==> config.mk <==
export PLATFORM = sky130hd
export DESIGN_NAME = gpio_bank_irq
export DESIGN_NICKNAME = d
export VERILOG_FILES = /design/src/rtl/gpio_pkg.sv /design/src/rtl/gpio_sync.sv /design/src/rtl/gpio_regs.sv /design/src/rtl/gpio_irq_line.sv /design/src/rtl/gpio_bank_irq.sv
export SDC_FILE = /design/constraint.sdc
export NUM_CORES = 1
export LEC_CHECK = 0
export ABC_CLOCK_PERIOD_IN_PS = 1400
export BUFFER_PORTS_ARGS = -buffer_cell sky130_fd_sc_hd__buf_2
export CAP_MARGIN = 20
export CORE_MARGIN = 1
export CORE_UTILIZATION = 50
export DETAILED_ROUTE_END_ITERATION = 10
export HOLD_SLACK_MARGIN = 0.06
export PLACE_DENSITY = 0.77
export SYNTH_ARGS = -nofsm -noshare
export SYNTH_HDL_FRONTEND = slang
export SYNTH_SLANG_ARGS = --single-unit
export TNS_END_PERCENT = 1
==> constraint.sdc <==
create_clock -name clk -period 1.4 [get_ports clk]
set_input_delay 0.07 -clock clk [delete_from_list [all_inputs] [get_ports clk]]
set_output_delay 0.07 -clock clk [all_outputs]
set_load 0.01 [all_outputs]
==> src/rtl/gpio_pkg.sv <==
package gpio_pkg;
   localparam int REG_W  = 32;
   localparam int ADDR_W = 8;

   localparam logic [ADDR_W-1:0] OFF_DIR  = 8'h00;
   localparam logic [ADDR_W-1:0] OFF_IN   = 8'h08;
   localparam logic [ADDR_W-1:0] OFF_OUT  = 8'h10;
   localparam logic [ADDR_W-1:0] OFF_SET  = 8'h18;
   localparam logic [ADDR_W-1:0] OFF_CLR  = 8'h20;
   localparam logic [ADDR_W-1:0] OFF_MODE = 8'h30;
   localparam logic [ADDR_W-1:0] OFF_ACK  = 8'h38;

   function automatic logic is_readable(logic [ADDR_W-1:0] a);
      return (a == OFF_DIR) || (a == OFF_IN) || (a == OFF_OUT) || (a == OFF_MODE);
   endfunction

   function automatic logic is_writable(logic [ADDR_W-1:0] a);
      return (a == OFF_DIR) || (a == OFF_OUT) || (a == OFF_SET) ||
             (a == OFF_CLR) || (a == OFF_MODE) || (a == OFF_ACK);
   endfunction
endpackage

==> src/rtl/gpio_sync.sv <==
module gpio_sync #(
   parameter int W      = 32,
   parameter int STAGES = 2
) (
   input  logic         clk,
   input  logic         rst_n,
   input  logic [W-1:0] d,
   output logic [W-1:0] q
);
   logic [W-1:0] st_q [STAGES];

   always_ff @(posedge clk or negedge rst_n) begin
      if (!rst_n) begin
         for (int k = 0; k < STAGES; k++) st_q[k] <= '0;
      end else begin
         st_q[0] <= d;
         for (int k = 1; k < STAGES; k++) st_q[k] <= st_q[k-1];
      end
   end

   assign q = st_q[STAGES-1];
endmodule

==> src/rtl/gpio_regs.sv <==
module gpio_regs import gpio_pkg::*; #(
   parameter int NUM_PINS = 32,
   parameter int NUM_IRQ  = 16
) (
   input  logic                clk,
   input  logic                rst_n,
   input  logic                we,
   input  logic [ADDR_W-1:0]   addr,
   input  logic [REG_W-1:0]    wdata,
   input  logic [NUM_PINS-1:0] sync_in,
   output logic [REG_W-1:0]    rdata,
   output logic [NUM_PINS-1:0] dir_q,
   output logic [NUM_PINS-1:0] out_q,
   output logic [NUM_PINS-1:0] mode_q,
   output logic [NUM_IRQ-1:0]  cfg_clr,
   output logic [NUM_IRQ-1:0]  ack
);
   logic [NUM_PINS-1:0] wbits;
   logic [NUM_PINS-1:0] dir_nxt, out_nxt, mode_nxt, chg;

   assign wbits = wdata[NUM_PINS-1:0];

   always_comb begin
      dir_nxt  = dir_q;
      out_nxt  = out_q;
      mode_nxt = mode_q;
      if (we) begin
         case (addr)
            OFF_DIR:  dir_nxt  = wbits;
            OFF_OUT:  out_nxt  = wbits;
            OFF_SET:  out_nxt  = out_q | wbits;
            OFF_CLR:  out_nxt  = out_q & ~wbits;
            OFF_MODE: mode_nxt = wbits;
            default:  ;
         endcase
      end
   end

   // a line whose polarity or mode moves loses its pending edge
   assign chg     = (out_nxt ^ out_q) | (mode_nxt ^ mode_q);
   assign cfg_clr = chg[NUM_IRQ-1:0];
   assign ack     = (we && addr == OFF_ACK) ? wdata[NUM_IRQ-1:0] : '0;

   always_ff @(posedge clk or negedge rst_n) begin
      if (!rst_n) begin
         dir_q  <= '0;
         out_q  <= '0;
         mode_q <= '0;
      end else begin
         dir_q  <= dir_nxt;
         out_q  <= out_nxt;
         mode_q <= mode_nxt;
      end
   end

   always_comb begin
      rdata = '0;
      case (addr)
         OFF_DIR:  rdata[NUM_PINS-1:0] = dir_q;
         OFF_IN:   rdata[NUM_PINS-1:0] = sync_in;
         OFF_OUT:  rdata[NUM_PINS-1:0] = out_q;
         OFF_MODE: rdata[NUM_PINS-1:0] = mode_q;
         default:  rdata = '0;
      endcase
   end
endmodule

==> src/rtl/gpio_irq_line.sv <==
module gpio_irq_line (
   input  logic clk,
   input  logic rst_n,
   input  logic pin_s,
   input  logic pol,
   input  logic both,
   input  logic cfg_clr,
   input  logic ack,
   output logic irq_o
);
   logic prev_q, pend_q, edge_det;

   assign edge_det = pin_s ^ prev_q;

   always_ff @(posedge clk or negedge rst_n) begin
      if (!rst_n) begin
         prev_q <= 1'b0;
         pend_q <= 1'b0;
      end else begin
         prev_q <= pin_s;
         if (cfg_clr)               pend_q <= 1'b0;
         else if (both && edge_det) pend_q <= 1'b1;
         else if (ack)              pend_q <= 1'b0;
      end
   end

   assign irq_o = both ? pend_q : (pin_s ^ pol);
endmodule

==> src/rtl/gpio_bank_irq.sv <==
module gpio_bank_irq import gpio_pkg::*; #(
   parameter int NUM_PINS    = 32,
   parameter int NUM_IRQ     = 16,
   parameter int SYNC_STAGES = 2
) (
   input  logic                clk,
   input  logic                rst_n,
   input  logic                bus_we,
   input  logic [ADDR_W-1:0]   bus_addr,
   input  logic [REG_W-1:0]    bus_wdata,
   output logic [REG_W-1:0]    bus_rdata,
   input  logic [NUM_PINS-1:0] pin_in,
   output logic [NUM_PINS-1:0] pin_out,
   output logic [NUM_PINS-1:0] pin_oe,
   output logic [NUM_IRQ-1:0]  irq
);
   if (NUM_PINS > REG_W || NUM_PINS < 1) begin : g_bad_pins
      $error("NUM_PINS must lie in 1..REG_W");
   end
   if (NUM_IRQ > NUM_PINS || NUM_IRQ < 1) begin : g_bad_irq
      $error("NUM_IRQ must lie in 1..NUM_PINS");
   end
   if (SYNC_STAGES < 2) begin : g_bad_sync
      $error("SYNC_STAGES must be at least 2");
   end

   logic [NUM_PINS-1:0] sync_q, dir_q, out_q, mode_q;
   logic [NUM_IRQ-1:0]  cfg_clr, ack, irq_mode;

   gpio_sync #(.W(NUM_PINS), .STAGES(SYNC_STAGES)) u_sync (
      .clk(clk), .rst_n(rst_n), .d(pin_in), .q(sync_q)
   );

   gpio_regs #(.NUM_PINS(NUM_PINS), .NUM_IRQ(NUM_IRQ)) u_regs (
      .clk(clk), .rst_n(rst_n), .we(bus_we), .addr(bus_addr), .wdata(bus_wdata),
      .sync_in(sync_q), .rdata(bus_rdata), .dir_q(dir_q), .out_q(out_q),
      .mode_q(mode_q), .cfg_clr(cfg_clr), .ack(ack)
   );

   for (genvar i = 0; i < NUM_IRQ; i++) begin : g_line
      gpio_irq_line u_line (
         .clk(clk), .rst_n(rst_n), .pin_s(sync_q[i]), .pol(out_q[i]),
         .both(mode_q[i]), .cfg_clr(cfg_clr[i]), .ack(ack[i]), .irq_o(irq[i])
      );
   end

   assign irq_mode = mode_q[NUM_IRQ-1:0];
   assign pin_out  = out_q;
   assign pin_oe   = dir_q;
endmodule

==> impl_metrics.py, run 1 <==
metrics = {
    "global_route": {
        "track_usage_pct": 29.1,
        "grt_max_degree": 42,
        "antenna_found_initial": 0,
        "grt_first_pass_wirelength_um": 41300,
        "grt_overflow": 0,
        "first_global_vias": 7998,
    },
    "hold_path": {
        "hold_path_class": "in2async",
    },
    "power_and_ir_drop": {
        "p_leak_nw": 5.63,
        "cellPowerDensity_nw_per_um2": 1080,
        "worst_ir_drop_vdd_v": 0.000854,
    },
    "cells_and_area": {
        "nFillCells": 1290,
        "final_nets": 1227,
        "syn_to_final_growth_pct": 33.9,
        "final_core_util_pct": 69.4,
        "drive_gt1_share_pct": 36.0,
        "diodes": 0,
    },
    "sta": {
        "tightest_slew_ns": 0.403,
        "worst_hold_slack_ns": 0.124,
        "tns_ns": -7.21,
        "fin_crit_sh_pct": 119,
        "max_freq_mhz": 602,
        "finalMaxSlewViolations": 0,
        "hold_viol": 0,
        "rsz0062_at_grt": "yes",
        "fin_crit_ns": 1.66,
        "setup_viol": 38,
        "finalWorstSetupSlack_ns": -0.261,
        "max_slew_margin_pct": 72.9,
        "skew_ns": 0.0113,
    },
    "die": {
        "fp.dieH_um": 137,
        "die_area_um2": 18700,
        "rows": 48,
        "io_pins": 187,
        "design.core.area_um2": 17500,
        "fp.dieW_um": 137,
        "initial_core_util_pct": 51.8,
    },
    "placed_design": {
        "port_buffers": 186,
        "gp_congestion": 0.833,
        "dp_hpwl_um": 17400,
    },
    "critical_path": {
        "crit_required_ns": 1.33,
        "crit_path_start_kind": "input pin",
        "critPathMaxStageDelay_ns": 0.42,
        "crit_buf_inv": 4,
        "worstPathArrival_ns": 1.59,
        "cp_max_fo": 16,
        "cpMaxStageDelayCell": "or3_4",
        "crit_family": "simple AND/OR/NAND/NOR gates",
        "path_cells": "buf_8 -> or3_4 -> buf_12 -> nor4_4 -> buf_12 -> a22oi_1 -> o21ai_1 -> buf_2",
        "cp-end-kind": "output pin",
        "path_class": "in2out",
        "crit_top_cell": "buf_12",
    },
    "synth": {
        "syn_avg_cell_area_um2": 10.4,
        "syn_area_um2": 9090,
        "synth-seq-cells": 192,
        "async_flop_share_pct": 100,
        "synth_area_leaders": "dfrtp_1 53%, nand2_1 6.2%, o21ai_0 5.2%",
        "ys_types": 54,
        "yosysTopAreaCell": "dfrtp_1",
        "synth-main-ff-cell": "dfrtp_1",
        "seq_area_frac_synth_pct": 52.9,
        "syn_inst": 877,
        "synth_top_area_share_pct": 52.9,
        "synth_nets": 952,
        "synth_edf_count": 0,
        "yosysWarnings": 0,
    },
    "drt": {
        "drtIter0Drc": 579,
        "wl_per_cell_um": 19.5,
        "viasPerCell": 5.74,
        "ant_nets": 0,
        "drc": 0,
        "vias": 7975,
        "dr.pass1.iters": 5,
        "wirelength_um": 27100,
    },
    "cts": {
        "clock_sinks": 192,
        "h-tree-depth": 4,
        "cts.path.max_buffers": 2,
        "cts_tree": "yes",
        "cts.clk_slew.worst_paths_ns": 0.07,
        "cts_made_buffers": 17,
        "clkLatencyLatePin_ns": 0.44,
        "cts-root-buf": "clkbuf_16",
    },
    "outcome": {
        "outcome": "finished, violations left",
        "violations": "negative setup slack",
    },
    "run": {
        "drv_cap": 0,
    },
}
==> timing repair <==
action                     CTS  global route
setup endpoints to repair   48            49
gates cloned                 1             3
hold buffers                65             0
gates resized for setup     58            56
hold endpoints to repair   316             0
pin swaps                    3            15
buffers inserted             6             3
==> routing by layer <==
| metal | routed length (um) | GRT usage, % | share of wire, % | vias to the layer above |
|---|---|---|---|---|
| met2 | 13300 | 47.9 | 49 | 366 |
| met1 | 11100 | 37.9 | 41 | 3940 |
| met5 | 0 | 0 | 0 | - |
| li1 | - | - | - | 3615 |
| met4 | 724 | 11.5 | 2.7 | 0 |
| met3 | 1910 | 5.63 | 7.1 | 54 |
==> worst paths after layout <==
kind,startpoint,end,slack [ns],depth (start not counted)
min in group clk,bus_addr[6],u_regs.out_q[7],0.19,4
setup / recovery,bus_addr[2],bus_rdata[27],-0.26,8
max in group asynchronous,rst_n,u_regs.out_q[9],0.71,3
hold / removal,rst_n,u_regs.dir_q[17],0.12,2
hold reg to reg,u_sync.st_q[47],u_sync.q[15],0.35,0
setup reg to reg,u_sync.q[7],g_line[7].u_line.pend_q,0.02,4
==> area by class of cell <==
cell class	count	area (um2)	area share (%)
inverters	14	52.6	0.432
clock buffers	19	443	3.64
well taps	225	282	2.31
multi-input cells	574	3820	31.4
repair buffers	353	2590	21.3
clock inverters	13	150	1.23
flip-flops and latches	192	4830	39.7
==> kinds of logic (layout without fill, tap and decap cells) <==
kind of cell / count (synthesis) / after routing / share of synthesized area [%]
AOI/OAI and AO/OA: 253 / 253 / 18.2
and+or+nand+nor: 218 / 218 / 10.9
DFF: 192 / 192 / 52.9
buffers and inverters: 111 / 399 / 6.65
muxes: 59 / 59 / 7.06
xor gates and xnor gates: 44 / 44 / 4.24
==> cells in the mapped netlist (5+ instances only) <==
| library cell | count |
|---|---|
| a211oi_1 | 14 |
| a21oi_1 | 22 |
| a221o_1 | 5 |
| a221oi_1 | 10 |
| a22oi_1 | 38 |
| a31oi_1 | 5 |
| buf_2 | 19 |
| buf_4 | 37 |
| clkbuf_1 | 32 |
| dfrtp_1 | 192 |
| inv_1 | 13 |
| mux2_2 | 41 |
| mux2i_1 | 18 |
| nand2_1 | 149 |
| nand3_1 | 13 |
| nor2_1 | 22 |
| nor2b_1 | 10 |
| o211ai_1 | 15 |
| o21a_1 | 6 |
| o21ai_0 | 95 |
| o22ai_1 | 6 |
| o2bb2ai_1 | 10 |
| o31ai_1 | 6 |
| o32ai_1 | 8 |
| xnor2_1 | 26 |
| xor2_1 | 18 |
==> placed cells by master, fill, tap and decap left out, types with 4 or more instances in the layout <==
cell	instances
o21a_1	6
a221o_1	5
a221oi_1	10
o21ai_1	38
clkbuf_16	20
inv_1	13
a22oi_2	13
o21ai_0	52
a22oi_1	25
o22ai_1	6
buf_2	179
buf_6	4
o21ai_2	8
mux2i_1	18
nand3_1	12
a211oi_1	13
xnor2_1	26
nor2b_1	10
buf_12	11
o31ai_1	6
buf_4	88
dfrtp_1	175
nand2_1	144
nor2_1	22
o2bb2ai_1	10
nor3_1	4
a31oi_1	5
o211ai_1	15
dfrtp_2	17
nand2_2	5
xor2_1	18
a21oi_1	22
mux2_2	40
o32ai_1	8
dlygate4sd3_1	65
inv_6	5
==> where the power goes <==
part | total, W | leakage [nW] | switching [W] | internal, W
Clock | 0.00494 | 0.291 | 0.00222 | 0.00272
Combinational | 0.00191 | 2.98 | 0.000999 | 0.000907
Sequential | 0.00626 | 2.35 | 0.000343 | 0.00591
==> flip-flops by register name (all words and copies together), names as in the netlist <==
| name | cells |
|---|---|
| u_regs.out_q | 32 |
| u_regs.mode_q | 32 |
| u_sync.st_q | 32 |
| u_regs.dir_q | 32 |
| u_sync.q | 32 |
| g_line.u_line.pend_q | 16 |
| g_line.u_line.prev_q | 16 |
==> per-stage QoR <==
stage | std cells | instance area, um2 | total power (W) | setup WS [ns]
CTS | 1384 | 11900 | 0.0131 | -0.241
global route | 1390 | 12200 | 0.0136 | -0.325
global placement | 1280 | 10500 | 0.00790 | -0.331
finish | 1390 | 12200 | 0.0131 | -0.261
detailed placement | 1280 | 10500 | 0.00796 | -0.342
floorplan | 877 | 9090 | 0.00726 | -0.0618
Note: power is estimated with default switching activity, not from simulation.
==> run 2: changes to the inputs <==
--- a/config.mk
+++ b/config.mk
@@ -5,14 +5,14 @@
 export SDC_FILE = /design/constraint.sdc
 export NUM_CORES = 1
 export LEC_CHECK = 0
-export ABC_CLOCK_PERIOD_IN_PS = 1400
+export ABC_CLOCK_PERIOD_IN_PS = 2000
 export BUFFER_PORTS_ARGS = -buffer_cell sky130_fd_sc_hd__buf_2
 export CAP_MARGIN = 20
 export CORE_MARGIN = 1
-export CORE_UTILIZATION = 50
+export CORE_UTILIZATION = 55
 export DETAILED_ROUTE_END_ITERATION = 10
 export HOLD_SLACK_MARGIN = 0.06
-export PLACE_DENSITY = 0.77
+export PLACE_DENSITY = 0.8
 export SYNTH_ARGS = -nofsm -noshare
 export SYNTH_HDL_FRONTEND = slang
 export SYNTH_SLANG_ARGS = --single-unit
==> constraint.sdc (replaced) <==
create_clock -name clk -period 2 [get_ports clk]
set_input_delay 0.1 -clock clk [delete_from_list [all_inputs] [get_ports clk]]
set_output_delay 0.1 -clock clk [all_outputs]
set_load 0.01 [all_outputs]
==> run 2 against run 1 <==
The flow now finishes without violations. Critical path depth down 1. Critical endpoint is now bus_rdata[14]. Final cell count shrank 4.3%. Largest power group unchanged. Sequential share of layout area is 2.5 points higher. Register-to-register slack gained 0.69 ns. Utilization rose by 1.9 points. Clock skew shrank 0.0034 ns. Sequential power down 30%. Non-clock buffer count fell by 54. Design area fell by 6.3%. Critical path type unchanged. Highest routed layer unchanged. First-iteration DRC count grew 2.9%.
==> impl_metrics.py, run 2 (synthesis results as in run 1) <==
metrics = {
    "die": {
        "design.core.area_um2": 16000,
        "rows": 46,
        "die_area_um2": 17000,
        "initial_core_util_pct": 56.8,
        "fp.dieW_um": 131,
        "fp.dieH_um": 131,
        "io_pins": 187,
    },
    "sta": {
        "tightest_slew_ns": 0.811,
        "hold_viol": 0,
        "fin_crit_sh_pct": 94.3,
        "worst_hold_slack_ns": 0.187,
        "max_slew_margin_pct": 45.7,
        "finalMaxSlewViolations": 0,
        "skew_ns": 0.00785,
        "max_freq_mhz": 530,
        "setup_viol": 0,
        "rsz0062_at_grt": "no",
        "tns_ns": 0,
        "fin_crit_ns": 1.89,
    },
    "drt": {
        "drc": 0,
        "wl_per_cell_um": 19.0,
        "ant_nets": 0,
        "dr.pass1.iters": 5,
        "viasPerCell": 5.79,
        "vias": 7706,
        "wirelength_um": 25300,
        "drtIter0Drc": 596,
    },
    "critical_path": {
        "cp_max_fo": 12,
        "worstPathArrival_ns": 1.79,
        "cp-end-kind": "output pin",
        "crit_path_start_kind": "input pin",
        "path_class": "in2out",
        "crit_required_ns": 1.90,
    },
    "global_route": {
        "grt_overflow": 0,
        "grt_first_pass_wirelength_um": 39500,
        "antenna_found_initial": 3,
        "first_global_vias": 7583,
        "grt_max_degree": 64,
        "track_usage_pct": 30.8,
    },
    "power_and_ir_drop": {
        "p_leak_nw": 5.28,
        "cellPowerDensity_nw_per_um2": 770,
        "worst_ir_drop_vdd_v": 0.000646,
    },
    "placed_design": {
        "dp_hpwl_um": 16500,
        "gp_congestion": 0.829,
        "port_buffers": 186,
    },
    "cts": {
        "cts.clk_slew.worst_paths_ns": 0.07,
        "cts-root-buf": "clkbuf_16",
        "clock_sinks": 192,
        "h-tree-depth": 4,
        "clkLatencyLatePin_ns": 0.44,
        "cts_made_buffers": 17,
        "cts_tree": "yes",
        "cts.path.max_buffers": 2,
        "cts_resized": 0,
    },
    "outcome": {
        "outcome": "complete, no violations",
    },
    "cells_and_area": {
        "nFillCells": 1187,
        "final_nets": 1173,
        "mostFrequentLayoutCell": "dfrtp_1",
        "final_cell_mix": "192 x dfrtp_1, 185 x buf_2, 149 x nand2_1, 95 x o21ai_0, 65 x dlygate4sd3_1",
        "drive_gt1_share_pct": 28.7,
        "syn_to_final_growth_pct": 25.4,
    },
    "hold_path": {
        "hold_path_class": "in2reg",
    },
    "run": {
        "drv_cap": 0,
    },
}
==> run 2: per-stage QoR <==
stage	std cells	total power, W	area [um2]	util [%]	worst slack (ns)
after global placement	1230	0.00546	10200	63.7	0.144
after CTS	1327	0.00882	11400	71.2	0.138
after global routing	1330	0.00915	11400	71.2	0.0339
after floorplan	877	0.00508	9090	-	0.478
after detailed placement	1230	0.00551	10200	63.7	0.156
final	1330	0.00878	11400	71.2	0.115
==> run 2: critical path, stage by stage <==
cell     delay (ns)
buf_2          0.14
or3_4          0.50
nor4_4         0.42
buf_4          0.27
a22oi_1        0.08
o21ai_1        0.12
buf_2          0.16
==> run 2: worst paths after layout <==
kind	from	to	slack, ns	cells after the start
max	bus_addr[4]	bus_rdata[14]	0.11	7
max in group asynchronous	rst_n	g_line[3].u_line.pend_q	1.11	3
max reg2reg	u_sync.q[7]	g_line[7].u_line.pend_q	0.71	4
min	bus_addr[3]	u_regs.out_q[5]	0.19	3
min in group asynchronous	rst_n	u_sync.st_q[43]	0.21	2
min reg2reg	u_sync.st_q[63]	u_sync.q[31]	0.35	0
==> run 2: cell type report <==
| class | instances | area, um2 | area share, % |
|---|---|---|---|
| diodes | 3 | 7.51 | 0.0659 |
| well taps | 216 | 270 | 2.37 |
| clock buffers | 18 | 429 | 3.77 |
| multi-input cells | 574 | 3700 | 32.4 |
| inverters | 14 | 52.6 | 0.461 |
| flip-flops and latches | 192 | 4800 | 42.2 |
| clock inverters | 14 | 125 | 1.10 |
| repair buffers | 299 | 2010 | 17.7 |
==> run 2: power by group <==
| group | switching (W) | internal, W | total, W | leakage (nW) |
|---|---|---|---|---|
| registers | 0.000240 | 0.00413 | 0.00437 | 2.38 |
| logic | 0.000635 | 0.000545 | 0.00118 | 2.65 |
| clock network | 0.00159 | 0.00163 | 0.00322 | 0.263 |
| total | 0.00247 | 0.00631 | 0.00878 | 5.28 |
==> run 2: metal layers <==
| layer | global-route usage [%] | part of all wire, % | wire length, um |
|---|---|---|---|
| met4 | 12.7 | 2.2 | 551 |
| met3 | 6.47 | 7.5 | 1890 |
| met2 | 50.1 | 49 | 12500 |
| met1 | 40.2 | 41 | 10400 |
| met5 | 0 | 0 | 0 |
==> run 2: repair_timing <==
action / 4_1_cts / 5_1_grt
hold buffers: 65 / 0
endpoints found under the hold margin: 175 / 0
setup buffers: 0 / 0
